--- config.mk ---
export PLATFORM = sky130hd
export DESIGN_NAME = isq_slot_seq
export DESIGN_NICKNAME = d
export VERILOG_FILES = /design/src/rtl/isq_pkg.sv /design/src/rtl/isq_slot_mux.sv /design/src/rtl/isq_end_detect.sv /design/src/rtl/isq_word_ctrl.sv /design/src/rtl/isq_slot_seq.sv
export SDC_FILE = /design/constraint.sdc
export NUM_CORES = 1
export LEC_CHECK = 0
export CORE_MARGIN = 2
export CORE_UTILIZATION = 51
export CTS_CLUSTER_DIAMETER = 150
export DETAILED_ROUTE_END_ITERATION = 7
export DONT_BUFFER_PORTS = 1
export PLACE_DENSITY = 0.66
export SLEW_MARGIN = 20
export SYNTH_ARGS = -nofsm -noshare
export SYNTH_HDL_FRONTEND = slang
export SYNTH_SLANG_ARGS = --single-unit
--- constraint.sdc ---
create_clock -name clk_i -period 3.7 [get_ports clk_i]
set_input_delay 0.37 -clock clk_i [delete_from_list [all_inputs] [get_ports clk_i]]
set_output_delay 0.37 -clock clk_i [all_outputs]
set_load 0.05 [all_outputs]
--- src/rtl/isq_pkg.sv ---
package isq_pkg;
  localparam int unsigned WORD_W_DEF = 18;
  localparam int unsigned OP_W_DEF   = 5;
  localparam int unsigned SLOTS_DEF  = 4;

  function automatic int unsigned last_slot_w(int unsigned word_w, int unsigned op_w,
                                              int unsigned slots);
    return word_w - op_w * (slots - 1);
  endfunction
endpackage

--- src/rtl/isq_slot_mux.sv ---
module isq_slot_mux
  import isq_pkg::*;
#(
  parameter int unsigned WORD_W = WORD_W_DEF,
  parameter int unsigned OP_W   = OP_W_DEF,
  parameter int unsigned SLOTS  = SLOTS_DEF,
  localparam int unsigned IDX_W  = $clog2(SLOTS),
  localparam int unsigned LAST_W = last_slot_w(WORD_W, OP_W, SLOTS)
) (
  input  logic [WORD_W-1:0] word_i,
  input  logic [IDX_W-1:0]  slot_i,
  output logic [OP_W-1:0]   op_o
);
  logic [OP_W-1:0] cand [SLOTS];

  for (genvar s = 0; s < SLOTS - 1; s++) begin : g_full
    assign cand[s] = word_i[WORD_W-1-s*OP_W -: OP_W];
  end

  // short last slot is left-aligned, low bits padded with zero
  if (LAST_W < OP_W) begin : g_short
    assign cand[SLOTS-1] = {word_i[LAST_W-1:0], {(OP_W-LAST_W){1'b0}}};
  end else begin : g_exact
    assign cand[SLOTS-1] = word_i[OP_W-1:0];
  end

  assign op_o = cand[slot_i];
endmodule

--- src/rtl/isq_end_detect.sv ---
module isq_end_detect #(
  parameter int unsigned OP_W = 5,
  parameter logic [(1<<OP_W)-1:0] END_MASK = 32'h0000_000F
) (
  input  logic [OP_W-1:0] op_i,
  output logic            end_o
);
  assign end_o = END_MASK[op_i];
endmodule

--- src/rtl/isq_word_ctrl.sv ---
module isq_word_ctrl
  import isq_pkg::*;
#(
  parameter int unsigned WORD_W = WORD_W_DEF,
  parameter int unsigned SLOTS  = SLOTS_DEF,
  localparam int unsigned IDX_W = $clog2(SLOTS)
) (
  input  logic              clk_i,
  input  logic              rst_ni,
  input  logic [WORD_W-1:0] word_i,
  input  logic              word_valid_i,
  output logic              word_ready_o,
  input  logic              flush_i,
  input  logic              accept_i,
  input  logic              end_hit_i,
  output logic [WORD_W-1:0] word_q,
  output logic [IDX_W-1:0]  slot_q,
  output logic              op_valid_o
);
  localparam logic [IDX_W-1:0] LastIdx = IDX_W'(SLOTS - 1);

  logic have_q;
  logic fire, retire, load;

  assign op_valid_o   = have_q & ~flush_i;
  assign fire         = op_valid_o & accept_i;
  assign retire       = flush_i | (fire & ((slot_q == LastIdx) | end_hit_i));
  assign word_ready_o = ~have_q | retire;
  assign load         = word_valid_i & word_ready_o;

  always_ff @(posedge clk_i or negedge rst_ni) begin
    if (!rst_ni) begin
      have_q <= 1'b0;
      slot_q <= '0;
      word_q <= '0;
    end else if (load) begin
      have_q <= 1'b1;
      slot_q <= '0;
      word_q <= word_i;
    end else if (retire) begin
      have_q <= 1'b0;
      slot_q <= '0;
    end else if (fire) begin
      slot_q <= slot_q + IDX_W'(1);
    end
  end

  AST_LOAD_SLOT0: assert property (@(posedge clk_i) disable iff (!rst_ni)
    word_valid_i && word_ready_o |=> have_q && slot_q == '0);
  AST_FLUSH_DROP: assert property (@(posedge clk_i) disable iff (!rst_ni)
    flush_i && !word_valid_i |=> !have_q);
  AST_SLOT_ADVANCE: assert property (@(posedge clk_i) disable iff (!rst_ni)
    op_valid_o && accept_i && !word_ready_o |=> slot_q == $past(slot_q) + IDX_W'(1));
  AST_HOLD_WORD: assert property (@(posedge clk_i) disable iff (!rst_ni)
    have_q && !word_ready_o |=> $stable(word_q));
endmodule

--- src/rtl/isq_slot_seq.sv ---
module isq_slot_seq
  import isq_pkg::*;
#(
  parameter int unsigned WORD_W = WORD_W_DEF,
  parameter int unsigned OP_W   = OP_W_DEF,
  parameter int unsigned SLOTS  = SLOTS_DEF,
  parameter logic [(1<<OP_W)-1:0] END_MASK = 32'h0000_000F,
  localparam int unsigned IDX_W = $clog2(SLOTS)
) (
  input  logic              clk_i,
  input  logic              rst_ni,
  input  logic [WORD_W-1:0] word_i,
  input  logic              word_valid_i,
  output logic              word_ready_o,
  input  logic              flush_i,
  output logic [OP_W-1:0]   op_o,
  output logic [IDX_W-1:0]  slot_o,
  output logic              op_valid_o,
  input  logic              op_accept_i
);
  logic [WORD_W-1:0] word_q;
  logic [IDX_W-1:0]  slot_q;
  logic              end_hit;

  isq_word_ctrl #(.WORD_W(WORD_W), .SLOTS(SLOTS)) u_ctrl (
    .clk_i, .rst_ni, .word_i, .word_valid_i, .word_ready_o, .flush_i,
    .accept_i (op_accept_i),
    .end_hit_i(end_hit),
    .word_q, .slot_q, .op_valid_o
  );

  isq_slot_mux #(.WORD_W(WORD_W), .OP_W(OP_W), .SLOTS(SLOTS)) u_mux (
    .word_i(word_q), .slot_i(slot_q), .op_o
  );

  isq_end_detect #(.OP_W(OP_W), .END_MASK(END_MASK)) u_end (
    .op_i(op_o), .end_o(end_hit)
  );

  assign slot_o = slot_q;

  AST_STALL_HOLD: assert property (@(posedge clk_i) disable iff (!rst_ni)
    op_valid_o && !op_accept_i ##1 !flush_i |-> $stable(op_o) && $stable(slot_o) && op_valid_o);
  AST_LAST_PAD: assert property (@(posedge clk_i) disable iff (!rst_ni)
    op_valid_o && slot_o == IDX_W'(SLOTS - 1) |-> op_o[1:0] == 2'b00);
  AST_RETIRE_READY: assert property (@(posedge clk_i) disable iff (!rst_ni)
    op_valid_o && op_accept_i && (slot_o == IDX_W'(SLOTS - 1) || END_MASK[op_o]) |-> word_ready_o);
endmodule

; ---- Yosys cells after proc, flatten, opt, wreduce, memory -nomap -nowiden
; Memories as Yosys holds them, arrays and structs flattened.
; Index checks and enable logic that the tools add are counted.
[classes]
addsub = 1
n_lt_le_gt_ge = 2
eq_ne = 1
n_mux = 9
bitwise_logic = 10
reduce_logical = 2
[op_table]
columns = cell, n
row1 = binary-select mux 5 bit (select 2 bit), 1
row2 = 2-to-1 mux 5 bit, 2
row3 = "< comparator 5 x 6 -> 1 bit, second input constant", 1
row4 = 2-to-1 mux 2 bit, 3
row5 = bitwise AND 1 bit, 4
row6 = "greater-or-equal comparator 3 bit, second input constant", 1
row7 = 2-to-1 mux 1 bit, 3
row8 = NOT 2 -> 3 bit, 1
row9 = OR 1 bit, 3
row10 = nonzero test 3 bit, 1
row11 = "adder 2 x 1 -> 2 bit, second input constant", 1
row12 = "equality test 2 bit, second input constant", 1
row13 = NOT 1 bit, 2
row14 = nonzero test 2 bit, 1
[totals]
ff_bits = 21
rom_bits = 32
inputBits = 23
out_inout_bits = 9
word_cells = 29
memories = 1
[mem_list]
columns = name, words, word_bits, rd, rd_ports_with_merged_regs, wr, line_no
row1 = (no name shown), 32, 1, 1, 0, 0, isq_end_detect.sv:8  ; assign end_o = END_MASK[op_i];

; ---- Logic depth before layout (Yosys ltp)
[logic_depth]
ltp_word = 12
ltp_mapped = 6
depth_no_buf = 5

; ---- Modules after synthesis
; Synthesis repeated with hierarchy kept, for this count alone.
[hier_totals]
cells_unflattened = 67
area_unflattened_um2 = 1067.3
[modules_own_cells]
columns = module, n_inst, cells_per_inst, area_each_um2, seq_area_each_um2
row1 = isq_word_ctrl, 1, 55, 930.9, 525.5
row2 = isq_slot_mux, 1, 11, 126.4, 0.0
row3 = isq_end_detect, 1, 1, 10.0, 0.0

; ---- Worst setup path before layout
; Ideal clock, no wire load.
[synth_path]
path_kind = flip-flop to flip-flop
from = register u_ctrl.slot_q[0]
to = register u_ctrl.word_q[0]
setup_ns = 0.125
arrival_time_ns = 2.511
t_required_ns = 3.575
path_slack_ns = 1.064
stages_incl_launch_ff = 7
n_path_buf = 2
synth_period_minus_slack_ns = 2.636
cell_sequence = dfrtp_1 > buf_6 > mux4_2 > nor4b_4 > o21ai_4 > buf_12 > mux2_4
[synth_between]
elab_chain_cells = 11
word_cells_on_any_way = 12
classes_between = 1 x eq/ne / 4 x mux / 6 x bitwise / 1 x memory
[synth_rtl]
columns = element, line_no
row1 = from (decl), isq_word_ctrl.sv:17  ; output logic [IDX_W-1:0] slot_q,
row2 = from (signal assigned), isq_word_ctrl.sv:44  ; slot_q <= slot_q + IDX_W'(1);
row3 = NOT 2 -> 3 bit (implied by the code), isq_slot_mux.sv:27  ; assign op_o = cand[slot_i];
row4 = binary-select mux 5 bit (select 2 bit), isq_slot_mux.sv:27
row5 = 2-to-1 mux 5 bit (implied by the code) (2 in series), isq_slot_mux.sv:27
row6 = via op_o[2], isq_slot_seq.sv:16  ; output logic [OP_W-1:0] op_o,
row7 = memory read (32 x 1 bit), --
row8 = 2-to-1 mux 1 bit (implied by the code), isq_end_detect.sv:8
row9 = OR 1 bit, isq_word_ctrl.sv:27  ; assign retire = flush_i | (fire & ((slot_q == LastIdx) | end_hit_i));
row10 = bitwise AND 1 bit, isq_word_ctrl.sv:27
row11 = OR 1 bit, isq_word_ctrl.sv:27
row12 = OR 1 bit, isq_word_ctrl.sv:28  ; assign word_ready_o = ~have_q | retire;
row13 = bitwise AND 1 bit, isq_word_ctrl.sv:29  ; assign load = word_valid_i & word_ready_o;
row14 = to (signal assigned), isq_word_ctrl.sv:39  ; word_q <= word_i;
row15 = to (decl), isq_word_ctrl.sv:16  ; output logic [WORD_W-1:0] word_q,
; The timed path passes the listed nets, and every way through them passes these cells. The select of a mux whose other input is x is not followed.
; A chain may end at the register's enable or synchronous reset.

; ---- Worst setup path in the final report
[layout_path]
from = register u_ctrl.slot_q[1]
to = output word_ready_o
[layout_between]
elab_chain_cells = 10
word_cells_on_any_way = 11
classes_between = 1 x eq/ne / 4 x mux / 5 x bitwise / 1 x memory
[layout_rtl]
columns = element, line_no
row1 = NOT 2 -> 3 bit (implied by the code), isq_slot_mux.sv:27
row2 = binary-select mux 5 bit (select 2 bit), isq_slot_mux.sv:27
row3 = 2-to-1 mux 5 bit (implied by the code) (2 in series), isq_slot_mux.sv:27
row4 = via op_o[2], isq_slot_seq.sv:16
row5 = memory read (32 x 1 bit), --
row6 = 2-to-1 mux 1 bit (implied by the code), isq_end_detect.sv:8
row7 = OR 1 bit, isq_word_ctrl.sv:27
row8 = bitwise AND 1 bit, isq_word_ctrl.sv:27
row9 = OR 1 bit, isq_word_ctrl.sv:27
row10 = OR 1 bit, isq_word_ctrl.sv:28
row11 = to (decl), isq_slot_seq.sv:14  ; output logic word_ready_o,
; The timed path passes the listed nets, and every way through them passes these cells. The select of a mux whose other input is x is not followed.

==> out/qor.csv <==
metric,value,unit
leakagePower,0.473,nW
grt_pass1_wl,3020,um
gp_congestion,0.666,
timing.slew.headroom,36.4,%
cp-end-kind,primary output,
syn2layout_area_growth,4.90,%
fin_cells,100,
power_density,534,mW/mm2
crit_fanout,9,
wl,1780,um
cts_root_buf,clkbuf_4,
r2r_setup_slack,1.02,ns
ctsLongestPathBuffers,2,
fillers,167,
tritoncts,yes,
clock_sinks,21,
synth_edf_count,0,
ys.flop_type,dfrtp_1,
cts-resized-gates,0,
die_w,49.3,um
ys_seq_elements,21,
clock_skew,0.00606,ns
grt_max_degree,22,
hpwl,1360,um
num_io_pins,32,
netlist_instances,69,
clkTransAtPathRegs,0.12,ns
drt_first_iter_violations,6,
hold_viol,0,
start_util,53.9,%
antenna_found_initial,0,
diodes,0,
first_pass_iters,2,
cp-start-kind,register,
drc_errors,0,
maxSlewViolCount,0,
grt_pass1_vias,634,
vias,568,
antenna_left,0,
rsz0062_at_grt,no,
worst-setup-path-type,register to primary output,
yosysSeqAreaShare,50.2,%
cp.required,3.33,ns
synth_area_per_cell,15.2,um2
port_buffers,0,
core_area,0.00194,mm2
cts_setup_buffers,0,
viasPerCell,5.68,
cts_max_level,1,
ir_worst_vdd,0.348,mV
finalNetCount,98,
synth_nets,93,
async_flop_share,100,%
drive_gt1_share,41.1,%
finalCritPeriodShare,79.2,%
maxCapViolCount,0,
cp_slowest_stage_delay,0.88,ns
power.total,0.586,mW
insertion_delay,0.31,ns
grt.overflow.total,0,
fmax,341,MHz
status,"complete, no violations",
slowest_stage,dfrtp_1,
numCtsBuffers,3,
cp.arrival,2.56,ns
final_cell_mix,"21 x dfrtp_1, 10 x mux2_4, 8 x mux2_2, 5 x nand2_1",
synth_cell_types,22,
setup_violations,0,
hp-class,input port to register,
rows,16,
tightest_slew,0.947,ns
syn_area,0.00105,mm2
wl_per_cell,17.8,um
path_cells,mux4_2 > nor4b_4 > or2_2,
dp_cells,95,
die_area,0.00243,mm2
die_h,49.3,um
setup_tns,0,ns
mostFrequentLayoutCell,dfrtp_1,
grt.total_usage,16.7,%
yosysWarningCount,0,
post-route-min-period,2.93,ns
## per-stage QoR
stage / util, % / setup WS (ns) / hold slack, ns / cell area, um2
6_report: 56.6 / 0.768 / 0.111 / 1100
3_3_place_gp: 54.6 / 1.07 / 0.0748 / 1060
5_1_grt: 56.6 / 0.685 / 0.0931 / 1100
3_5_place_dp: 54.6 / 1.04 / 0.0747 / 1060
4_1_cts: 56.6 / 0.771 / 0.110 / 1100
2_1_floorplan: - / 1.06 / 0.0744 / 1050
## logic make-up after synthesis
group                      synth area share [%]
AOI/OAI and AO/OA                          4.30
DFF                                        50.2
buffers and inverters                      3.34
adders and majority gates                  1.19
and+or+nand+nor                            9.68
muxes                                      31.3
## synth_stat cells (2+ instances only)
master / instances / share of area, %
mux4_2: 3 / 6.5
dfrtp_1: 21 / 50
nand2b_1: 2 / 1.2
mux2_4: 10 / 14
nand3_1: 2 / 0.96
nor2b_1: 2 / 1.2
o21ai_0: 2 / 0.96
mux2i_1: 2 / 1.9
mux2_2: 8 / 8.6
nand2_1: 5 / 1.8
## worst max-delay path: cells and delay by family (launching register included)
kind / cells / cell delay [ns]
and+or+nand+nor: 2 / 0.76
DFF: 1 / 0.88
muxes: 1 / 0.60
## flip-flops by register name, summed over array words and instances (netlist names)
signal and count:
u_ctrl.slot_q 2, u_ctrl.have_q 1, u_ctrl.word_q 18
## metal layers
layer	up-vias	track usage [%]	wire length, um
met3	5	5.52	124
li1	257	-	-
met5	-	0	0
met1	287	20.4	745
met2	19	27.0	879
met4	0	7.14	28
## report_power, final
| part | total, mW | internal (mW) | switching [mW] |
|---|---|---|---|
| clock network | 0.112 | 0.0404 | 0.0717 |
| registers | 0.293 | 0.266 | 0.0267 |
| logic | 0.181 | 0.0716 | 0.110 |
| total | 0.586 | 0.378 | 0.208 |
## what timing repair did
item | 4_1_cts | 5_1_grt
hold endpoints to repair | 21 | 0
hold buffers | 1 | 0
setup endpoints to repair | 0 | 0
## final timing paths
path                                    from                end  depth (start not counted)
min in group asynchronous             rst_ni   u_ctrl.word_q[0]                          1
min reg2reg                u_ctrl.word_q[14]  u_ctrl.word_q[14]                          1
max in group asynchronous             rst_ni  u_ctrl.word_q[16]                          1
max reg2reg                 u_ctrl.slot_q[1]  u_ctrl.word_q[11]                          4
max                         u_ctrl.slot_q[1]       word_ready_o                          3
min                                  flush_i   u_ctrl.slot_q[0]                          1
## layout make-up
type	instances	area (um2)	area share, %
sequential	21	526	47.8
multi-input combinational	45	487	44.3
tap	27	33.8	3.08
timing repair buffer	3	25.0	2.28
clock buffer	3	22.5	2.05
clock inverter	1	5.00	0.456
Power figures use the tool's default switching activity.
